**config.mk**
```make
export PLATFORM = sky130hd
export DESIGN_NAME = scanline_irq_counter
export DESIGN_NICKNAME = d
export VERILOG_FILES = /design/src/rtl/sirq_pkg.sv /design/src/rtl/sirq_decode.sv /design/src/rtl/sirq_line_qual.sv /design/src/rtl/sirq_counter.sv /design/src/rtl/scanline_irq_counter.sv
export SDC_FILE = /design/constraint.sdc
export NUM_CORES = 1
export LEC_CHECK = 0
export ABC_AREA = 1
export BUFFER_PORTS_ARGS = -buffer_cell sky130_fd_sc_hd__buf_2
export CORE_MARGIN = 2
export CORE_UTILIZATION = 49
export DETAILED_ROUTE_END_ITERATION = 16
export PLACE_DENSITY = 0.78
export SYNTH_ARGS = -nofsm -noshare
export SYNTH_HDL_FRONTEND = slang
export SYNTH_SLANG_ARGS = --single-unit
```
**constraint.sdc**
```tcl
create_clock -name clk -period 1.69 [get_ports clk]
set_clock_uncertainty 0.05 [all_clocks]
set_input_delay 0.169 -clock clk [delete_from_list [all_inputs] [get_ports clk]]
set_output_delay 0.169 -clock clk [all_outputs]
set_load 0.02 [all_outputs]
```
**src/rtl/sirq_pkg.sv**
```systemverilog
package sirq_pkg;

    localparam int ADDR_W = 16;
    localparam int DATA_W = 8;

    localparam logic [ADDR_W-1:0] DEC_MASK   = 16'hE001;
    localparam logic [ADDR_W-1:0] ADR_COUNT  = 16'hC000;
    localparam logic [ADDR_W-1:0] ADR_RELOAD = 16'hC001;
    localparam logic [ADDR_W-1:0] ADR_DISARM = 16'hE000;
    localparam logic [ADDR_W-1:0] ADR_ARM    = 16'hE001;

    typedef enum logic [2:0] {
        OP_NONE,
        OP_SET_COUNT,
        OP_SET_RELOAD,
        OP_DISARM,
        OP_ARM
    } op_e;

    typedef struct packed {
        op_e              op;
        logic [DATA_W-1:0] data;
    } cpu_op_t;

    function automatic op_e decode_op(input logic [ADDR_W-1:0] addr);
        logic [ADDR_W-1:0] masked;
        masked = addr & DEC_MASK;
        case (masked)
            ADR_COUNT:  return OP_SET_COUNT;
            ADR_RELOAD: return OP_SET_RELOAD;
            ADR_DISARM: return OP_DISARM;
            ADR_ARM:    return OP_ARM;
            default:    return OP_NONE;
        endcase
    endfunction

endpackage

```
**src/rtl/sirq_decode.sv**
```systemverilog
module sirq_decode
    import sirq_pkg::*;
(
    input  logic              wr_en,
    input  logic [ADDR_W-1:0] wr_addr,
    input  logic [DATA_W-1:0] wr_data,
    output cpu_op_t           op_out
);
    always_comb begin
        op_out.data = wr_data;
        op_out.op   = wr_en ? decode_op(wr_addr) : OP_NONE;
    end
endmodule

```
**src/rtl/sirq_line_qual.sv**
```systemverilog
module sirq_line_qual #(
    parameter int LINE_W    = 9,
    parameter int LAST_LINE = 239
) (
    input  logic              line_pulse,
    input  logic [LINE_W-1:0] line_num,
    input  logic              render_on,
    output logic              visible_tick
);
    logic in_window;

    always_comb begin
        in_window    = (int'(line_num) <= LAST_LINE);
        visible_tick = line_pulse && render_on && in_window;
    end
endmodule

```
**src/rtl/sirq_counter.sv**
```systemverilog
module sirq_counter
    import sirq_pkg::*;
(
    input  logic    clk,
    input  logic    rst,
    input  cpu_op_t op_in,
    input  logic    visible_tick,
    output logic    irq
);
    localparam int CNT_W = DATA_W;

    logic [CNT_W-1:0] cnt_q;
    logic [CNT_W-1:0] rld_q;
    logic             armed_q;
    logic             irq_q;
    logic             count_now;
    logic             at_zero;

    // a disarm in the same cycle wins over a pulse
    assign count_now = visible_tick && armed_q && (op_in.op != OP_DISARM);
    assign at_zero   = (cnt_q == '0);

    always_ff @(posedge clk) begin
        if (rst) begin
            cnt_q   <= '0;
            rld_q   <= '0;
            armed_q <= 1'b0;
            irq_q   <= 1'b0;
        end else begin
            case (op_in.op)
                OP_DISARM: begin
                    armed_q <= 1'b0;
                    irq_q   <= 1'b0;
                end
                OP_ARM:        armed_q <= 1'b1;
                OP_SET_RELOAD: rld_q   <= op_in.data;
                default: ;
            endcase

            if (op_in.op == OP_SET_COUNT) begin
                cnt_q <= op_in.data;
            end else if (count_now) begin
                if (at_zero) begin
                    cnt_q <= rld_q;
                    irq_q <= 1'b1;
                end else begin
                    cnt_q <= cnt_q - 1'b1;
                end
            end
        end
    end

    assign irq = irq_q;

    // expiry reloads and raises the request
    assert_expiry_reload_R5: assert property (@(posedge clk) disable iff (rst)
        (count_now && at_zero && op_in.op != OP_SET_COUNT) |=> (irq_q && cnt_q == $past(rld_q)));

    // the request only rises out of an expiring pulse
    assert_rise_source_R5: assert property (@(posedge clk) disable iff (rst)
        $rose(irq_q) |-> $past(count_now && at_zero));

    // a nonzero count steps down by one
    assert_step_down_R6: assert property (@(posedge clk) disable iff (rst)
        (count_now && !at_zero && op_in.op != OP_SET_COUNT) |=> (cnt_q == $past(cnt_q) - 1'b1));

    // a disarmed block holds its count
    assert_frozen_R7: assert property (@(posedge clk) disable iff (rst)
        (!armed_q && op_in.op != OP_SET_COUNT) |=> $stable(cnt_q));

    // the request is sticky
    assert_irq_hold_R8: assert property (@(posedge clk) disable iff (rst)
        (irq_q && op_in.op != OP_DISARM) |=> irq_q);

    // disarm drops the request and the armed flag
    assert_disarm_R3: assert property (@(posedge clk) disable iff (rst)
        (op_in.op == OP_DISARM) |=> (!irq_q && !armed_q));

    // a count write overrides a same-cycle pulse
    assert_write_wins_R10: assert property (@(posedge clk) disable iff (rst)
        (op_in.op == OP_SET_COUNT) |=> (cnt_q == $past(op_in.data)));
endmodule

```
**src/rtl/scanline_irq_counter.sv**
```systemverilog
module scanline_irq_counter #(
    parameter int LINE_W    = 9,
    parameter int LAST_LINE = 239
) (
    input  logic                           clk,
    input  logic                           rst,
    input  logic                           wr_en,
    input  logic [sirq_pkg::ADDR_W-1:0]    wr_addr,
    input  logic [sirq_pkg::DATA_W-1:0]    wr_data,
    input  logic                           line_pulse,
    input  logic [LINE_W-1:0]              line_num,
    input  logic                           render_on,
    output logic                           irq
);
    import sirq_pkg::*;

    cpu_op_t op_w;
    logic    tick_w;

    sirq_decode u_decode (
        .wr_en   (wr_en),
        .wr_addr (wr_addr),
        .wr_data (wr_data),
        .op_out  (op_w)
    );

    sirq_line_qual #(
        .LINE_W    (LINE_W),
        .LAST_LINE (LAST_LINE)
    ) u_qual (
        .line_pulse   (line_pulse),
        .line_num     (line_num),
        .render_on    (render_on),
        .visible_tick (tick_w)
    );

    sirq_counter u_count (
        .clk          (clk),
        .rst          (rst),
        .op_in        (op_w),
        .visible_tick (tick_w),
        .irq          (irq)
    );
endmodule

```
**After elaboration in Yosys (flattened, before gate mapping)**

Index checks and enable logic that the tools add are counted.

- Register bits after elaboration: 18
- Word-level logic and storage cells: 32
- Output and inout bits: 1
- Input port bits: 38

- Muxes and demuxes: 10
- Add/subtract/negate cells: 1
- Reductions and logical operators: 7
- Equal/unequal tests: 9
- $lt $le $gt $ge: 1

Operators by type and width:

| kind | number |
|---|---|
| 2-to-1 mux 8 bit | 3 |
| == test 4 bit, second input constant | 4 |
| one-hot mux 3 bit (4 select lines) | 1 |
| less-or-equal comparator 9 x 8 -> 1 bit, second input constant | 1 |
| zero test 8 bit | 1 |
| subtractor 8 x 1 -> 8 bit, second input constant | 1 |
| == test 3 x 2 -> 1 bit, second input constant | 2 |
| logical AND 1 bit | 4 |
| 2-to-1 mux 1 bit | 4 |
| nonzero test 2 bit | 2 |
| == test 3 x 1 -> 1 bit, second input constant | 1 |
| == test 3 bit, second input constant | 1 |
| 2-to-1 mux 3 bit | 1 |
| != test 3 x 2 -> 1 bit, second input constant | 1 |
| one-hot mux 1 bit (2 select lines) | 1 |

**Logic depth before layout (Yosys ltp)**

Gate-level depths: netlist of run 1.

- Word-level depth: 8
- Mapped depth: 10
- Mapped depth without buffers: 10

**Cells and area by module**

A second synthesis of run 1 with hierarchy kept.

- Cell total of the unflattened synthesis: 185
- Area total of the unflattened synthesis: 1248.7 µm²

Modules (own cells, without submodules):

| module | area an instance (µm²) | cells each | times used | sequential area each (µm²) |
|---|---|---|---|---|
| sirq_counter | 1127.3 | 162 | 1 | 360.3 |
| sirq_decode | 97.6 | 17 | 1 | 0.0 |
| sirq_line_qual | 23.8 | 6 | 1 | 0.0 |

**Worst setup path before layout of run 1**

OpenSTA, ideal clock, no wires.

- Kind: reg2reg
- Start: register u_count.cnt_q[0]
- End: register u_count.cnt_q[6]
- Required time: 1.514 ns
- Arrival: 1.192 ns
- Stages on the path, launching flop included: 11
- Buffers on the path: 1
- Period minus slack after synthesis: 1.368 ns
- Setup slack: 0.322 ns
- Setup time: 0.126 ns
- Cells stage by stage: dfxtp_1 inv_1 ha_1 nand2_1 nor2_4 buf_6 nand2_1 nand3_1 nor2_1 nor2_1 nor2_1

- Longest elaborated chain between the ends: 4
- Elaborated cells on any way between the ends: 5
- Classes of those cells: add/sub (1); mux (3); reduce/logical (1)

Ends and longest elaborated chain:

| what | RTL line | RTL |
|---|---|---|
| start, declared | sirq_counter.sv:12 | `logic [CNT_W-1:0] cnt_q;` |
| start signal, assigned | sirq_counter.sv:41 | `cnt_q <= op_in.data;` |
| start signal, assigned | sirq_counter.sv:44 | `cnt_q <= rld_q;` |
| start signal, assigned | sirq_counter.sv:47 | `cnt_q <= cnt_q - 1'b1;` |
| subtractor 8 x 1 -> 8 bit or zero test 8 bit (tied branches) | sirq_counter.sv:47, sirq_counter.sv:21 |  |
| 2-to-1 mux 8 bit * | sirq_counter.sv:43 | `if (at_zero) begin` |
| 2-to-1 mux 8 bit * | sirq_counter.sv:42 | `end else if (count_now) begin` |
| 2-to-1 mux 8 bit * | sirq_counter.sv:40 | `if (op_in.op == OP_SET_COUNT) begin` |

Mark *: on every way between the ends. The rest lies on a longest branch, timed or not. The select of a mux whose other input is x is not followed.
A chain may end at the register's enable or synchronous reset.

**Worst setup path in the final report of run 1**

- Start: register u_count.cnt_q[0]
- End: register u_count.cnt_q[0]

The elaborated chain is that of the path after synthesis.

==> run metrics, run 1 <==
outcome=finished, final reports clean; WL final=2608 um; clk buf depth=2; Die Width=51.94 um; crit-path max FO=10; Setup Crit Path Kind=reg2reg; Syn Inst Count=~180; vias in the first global route=between 1000 and 1500; CTS tree=done; IR drop worst, VDD=0.4959 mV; Final Max Tran Viols=0; fin crit share=between 90% and 100%; worst-skew pair later-pin latency=about 290 ps; slew margin rel.=61.88%; Fillers=210; grt total ovfl=0; Setup Total Neg Slack=0 ps; CTS sink cnt=18; Synth area leader=dfxtp_1; Distinct cells, synth=22; IO Pins=39; first-pass GRT wire length=about 4500 um; Synth area leaders=dfxtp_1, nand2_1, nor2_1, nand3_1, o21ai_0; P&R area growth vs syn=17.00%; fin nets=between 200 and 250; Placed Cells=230; Initial Util=between 50 and 60%; syn_area_per_cell=just over 6 um^2; Max H-tree Level=1; Core Footprint=2191 um^2; Worst Tran Pin Value=approximately 570 ps; Yosys warning count=0; Routed Antenna Nets=0; Root Buffer=clkbuf_4; TritonCTS buffer count=3; Seq/Total Area, Yosys=~32%; RSZ-0062 raised after global routing=false; Pwr Density=~630 nW/um^2; DP Wirelength=2082 um; # diodes=0; initial antenna violation count=0; arrival time at the worst endpoint=around 1700 ps; Finished Layout Cells=~230; clk slew on worst S/H paths=110 ps; reg2reg setup slack=around 170 ps; detailed-route DRC error count=0; final hold vios=0; share of cells above drive strength 1=19.90%; Mapped Nets=around 220; Die ar.=between 2000 and 3000 um^2; Final Setup Violations=0; Via Count=~1200; WL/cell=between 10 and 15 um; utilization after layout=between 60% and 70%; FP Rows=17; Yosys reg bits=18; mapped cell area=between 1000 and 1500 um^2; most common cell after layout, fill and taps aside=nand2_1; highest-count cells in the layout ignoring fill and taps=nand2_1, nor2_1, buf_2; Pre-Repair DR Iteration Count=4; GRT Util Overall=21.98%; leak pwr=between 0.0006 and 0.0007 uW; Iter 0 DRT Violations=46; die height=approximately 52 um; CP required=1840 ps; input/output buffers=22; gpl congestion=about 0.93; largest net degree at the start of global routing=12; Startpoint Class=flop; Crit. End Element=flop; Synth top area share=roughly a third; vias per cell=a little over 5; max-cap violations=0; Worst Hold Class=in2reg; minimum clock period=approximately 1500 ps; fmax=approximately 0.66 GHz
area by class of cell:
class	count	area (um^2)	share of cell area (%)
clock buffer	4	36.28	2.754
multi-input combinational	141	673.1	51.09
timing repair buffer	25	145.1	11.02
sequential	18	360.3	27.35
inverter	18	67.56	5.128
tap	28	35.03	2.659
logic make-up after synthesis:
group / after synthesis / synth area share (%)
AND/OR/NAND/NOR: 113 / 45.45
AO/OA/AOI/OAI: 25 / 11.33
buffers and inverters: 22 / 8.221
flip-flops: 18 / 32.00
adder cells (fa/ha/maj): 2 / 2.222
XOR/XNOR: 1 / 0.7779
cell usage after synthesis:
library cell and instances:
nand2_1 47, nor2_1 37, dfxtp_1 18, inv_1 17
nand3_1 17, o21ai_0 15, a21oi_1 9, nor2_4 3
buf_2 2, ha_1 2, nand3_2 2, nor3_2 2
buf_6 1, clkbuf_1 1, inv_2 1, nand2_2 1
nand2_4 1, nand3b_1 1, nand4_1 1, nor2_2 1
o211ai_1 1, xnor2_1 1
path summary, 6_finish.rpt:
kind / startpoint / end / cells after the start
setup reg to reg: u_count.cnt_q[0] / u_count.cnt_q[0] / 11
hold / removal: wr_data[1] / u_count.rld_q[1] / 3
setup / recovery: u_count.cnt_q[0] / u_count.cnt_q[0] / 11
hold reg to reg: u_count.rld_q[6] / u_count.rld_q[6] / 2
stage by stage:
stage,power [uW],cell area [um^2],hold slack [ps],worst slack [ps]
after global routing,879.5,1318,87.73,38.90
after detailed placement,576.7,1281,376.5,143.1
after global placement,571.5,1281,358.3,197.0
after floorplan,523.6,1126,253.9,321.7
after CTS,844.3,1318,67.66,129.5
final,833.0,1318,73.63,166.9
metal layers:
layer | GRT usage (%) | share of wire [%] | wire (um) | up-vias
li1 | - | - | - | 625
met1 | 27.93 | 44 | 1159 | 539
met2 | 37.55 | 50 | 1315 | 23
met3 | 3.161 | 4.2 | 110 | 4
met4 | 7.895 | 0.84 | 22 | 0
met5 | 0 | 0 | 0 | -
repair_timing:
| action | in CTS | in global routing |
|---|---|---|
| buffers inserted | 0 | 0 |
| hold buffers | 0 | 0 |
| resized for setup | 0 | 1 |
| endpoints found under the setup margin | 0 | 1 |
registers in the layout, summed over array words and instances (netlist names):
signal / cells
u_count.irq: 1
u_count.cnt_q: 8
u_count.armed_q: 1
u_count.rld_q: 8
critical path, cell delays in order (launching register included):
cell     delay (ps)
dfxtp_1         420
inv_2            80
ha_1            220
nand2_1         110
nor2_4           70
buf_12          130
nand2_1          50
o21ai_0          70
nand2_1          70
nand3_1          60
nand2_1          60
inv_1            40
power by group:
| part | internal, uW | switching, uW |
|---|---|---|
| clock | 131 | 134 |
| sequential | 432 | 5.91 |
| combinational | 55.9 | 74.1 |
No activity file was read; power rests on OpenSTA's default activity.
==> inputs of run 2 (changes only) <==
==> constraint.sdc (replaced) <==
create_clock -name clk -period 1.69 [get_ports clk]
set_clock_uncertainty 0.05 [all_clocks]
set_input_delay 0.2535 -clock clk [delete_from_list [all_inputs] [get_ports clk]]
set_output_delay 0.2535 -clock clk [all_outputs]
set_load 0.02 [all_outputs]
==> run 2 against run 1 <==
Via count rose by 1.4%. Hold slack improved by 77 ps. Critical path depth stayed put. Flip-flop and latch count did not move. Non-clock buffer count grew 1. Cell area rose by 0.57%.
==> run metrics, run 2 (same netlist as run 1, synthesis figures left out) <==
detailed-route DRC error count=0 (unchanged); Critical-path top delay cell=dfxtp_1; TritonCTS buffer count=3 (unchanged); WL/cell=10.90 um (-2.2%); minimum clock period=1538 ps (+14.79 ps); die height=51.94 um (unchanged); Top Registers=u_count.cnt_q: 8 flops, u_count.rld_q: 8 flops; IO Pins=39 (unchanged); arrival time at the worst endpoint=1690 ps (+20 ps); Worst path top cell family by delay=flip-flops; Setup Crit Path Kind=reg2reg; Root Buffer=clkbuf_4; DP Wirelength=2054 um (-1.3%); clk slew on worst S/H paths=100 ps (about the same); Die Width=51.94 um (unchanged); # hold bufs at CTS=0 (unchanged); CP required=1840 ps (about the same); FP Rows=17 (unchanged); input/output buffers=22 (unchanged); multi-input logic area=673.1 um^2 (unchanged); fmax=0.6502 GHz (-0.96%); worst-skew pair later-pin latency=300 ps (about the same); first-pass GRT wire length=4402 um (-2.3%); Worst Hold Class=in2reg; WL final=2561 um (-1.8%); final hold vios=0 (unchanged); Iter 0 DRT Violations=39 (-15%); initial antenna violation count=0 (unchanged); Buffers & Inverters on Critical Path=3 (unchanged); vias in the first global route=1076 (-4.3%); Seq. cell area=360.3 um^2 (unchanged); largest net degree at the start of global routing=12 (unchanged); grt total ovfl=0 (unchanged); Pwr Density=629.5 nW/um^2 (-0.44%); vias per cell=5.140 (+1.0%); Worst path most repeated cell=nand2_1; Worst Tran Pin Value=299.0 ps (-269.7 ps); outcome=finished, final reports clean; RSZ-0062 raised after global routing=false; highest-count cells in the layout ignoring fill and taps=nand2_1, nor2_1, buf_2; Initial Util=51.40% (unchanged); Crit. End Element=flop; slew margin rel.=80.04% (+18 points); Final Setup Violations=0 (unchanged); P&R area growth vs syn=17.67%; CP Cell Sequence=inv_2 > ha_1 > nand2_1 > nor2_4 > buf_12 > nand2_1 > o21ai_0 > nand2_1 > nand3_1 > nand2_1 > inv_1; fin nets=248 (+0.40%); Setup Total Neg Slack=0 ps (unchanged); Final Max Tran Viols=0 (unchanged); crit-path max FO=10 (unchanged); Routed Antenna Nets=0 (unchanged); share of cells above drive strength 1=20.29% (+0.39 points); max-cap violations=0 (unchanged); Fillers=201 (-4.3%); leak pwr=0.0006505 uW (+0.84%); Die ar.=2698 um^2 (unchanged); CTS sink cnt=18 (unchanged); utilization after layout=60.48% (+0.34 points); fin crit share=91.00% (+0.88 points); Via Count=1208 (+1.4%); Pre-Repair DR Iteration Count=4 (unchanged); Hold WS=150.4 ps (+76.77 ps); Max H-tree Level=1 (unchanged); CTS tree=done; Largest stage delay, worst path=420 ps (about the same); most common cell after layout, fill and taps aside=nand2_1; gpl congestion=0.9306 (+0.17%); Placed Cells=231 (+0.43%); Finished Layout Cells=235 (+0.43%); IR drop worst, VDD=0.4633 mV (-6.6%); clk buf depth=2 (unchanged); # diodes=0 (unchanged); GRT Util Overall=21.79% (-0.19 points); Startpoint Class=flop; Core Footprint=2191 um^2 (unchanged)
## run 2: cell count changes in the layout (fill, tap and decap cells not counted)
| cell | previous run | this run |
|---|---|---|
| buf_4 | 2 | 3 |
## run 2: worst reg2reg max path, delay by kind of cell, from the launching register on
kind            cells  cell delay [ps]
compound gates      1               80
simple gates        6              430
buf+inv             3              260
fa+ha+maj           1              210
flops               1              420
## run 2: layer usage
| metal | vias up | global-route usage [%] | wire length (um) | share of wire [%] |
|---|---|---|---|---|
| li1 | 629 | - | - | - |
| met1 | 529 | 26.96 | 1118 | 44 |
| met2 | 39 | 37.55 | 1249 | 49 |
| met3 | 11 | 2.299 | 129 | 5.0 |
| met4 | 0 | 10.09 | 62 | 2.4 |
| met5 | - | 0 | 0 | 0 |
## run 2: report_power, final
part | internal, uW | total (uW) | switching [uW]
Combinational | 56.3 | 130 | 74.0
Sequential | 431 | 437 | 5.77
Clock | 131 | 267 | 135
## run 2: layout make-up
class / instances / area share, %
multi-input cells: 141 / 50.80
clock buffers: 4 / 2.738
well taps: 28 / 2.644
flip-flops and latches: 18 / 27.20
repair buffers: 26 / 11.52
inverters: 18 / 5.099
## run 2: path summary, 6_finish.rpt
check	startpoint	cells after the start	slack (ps)	end
worst max register to register	u_count.cnt_q[0]	11	150	u_count.cnt_q[1]
worst max-delay path	u_count.cnt_q[0]	11	150	u_count.cnt_q[1]
worst min register to register	u_count.rld_q[7]	2	410	u_count.rld_q[7]
worst min-delay path	wr_data[1]	3	150	u_count.rld_q[1]
## run 2: what timing repair did
action | CTS | global route
resized for setup | 0 | 1
endpoints found under the setup margin | 0 | 1
buffers inserted | 0 | 0
## run 2: stage by stage
step                      setup slack (ps)  power (uW)  instance area, um^2
after CTS                            138.3       845.1                 1325
final                                152.1       834.0                 1325
after global placement               196.7       572.0                 1289
after floorplan                      321.7       523.6                 1126
after detailed placement             148.0       576.5                 1289
after global routing                 23.42       874.8                 1325
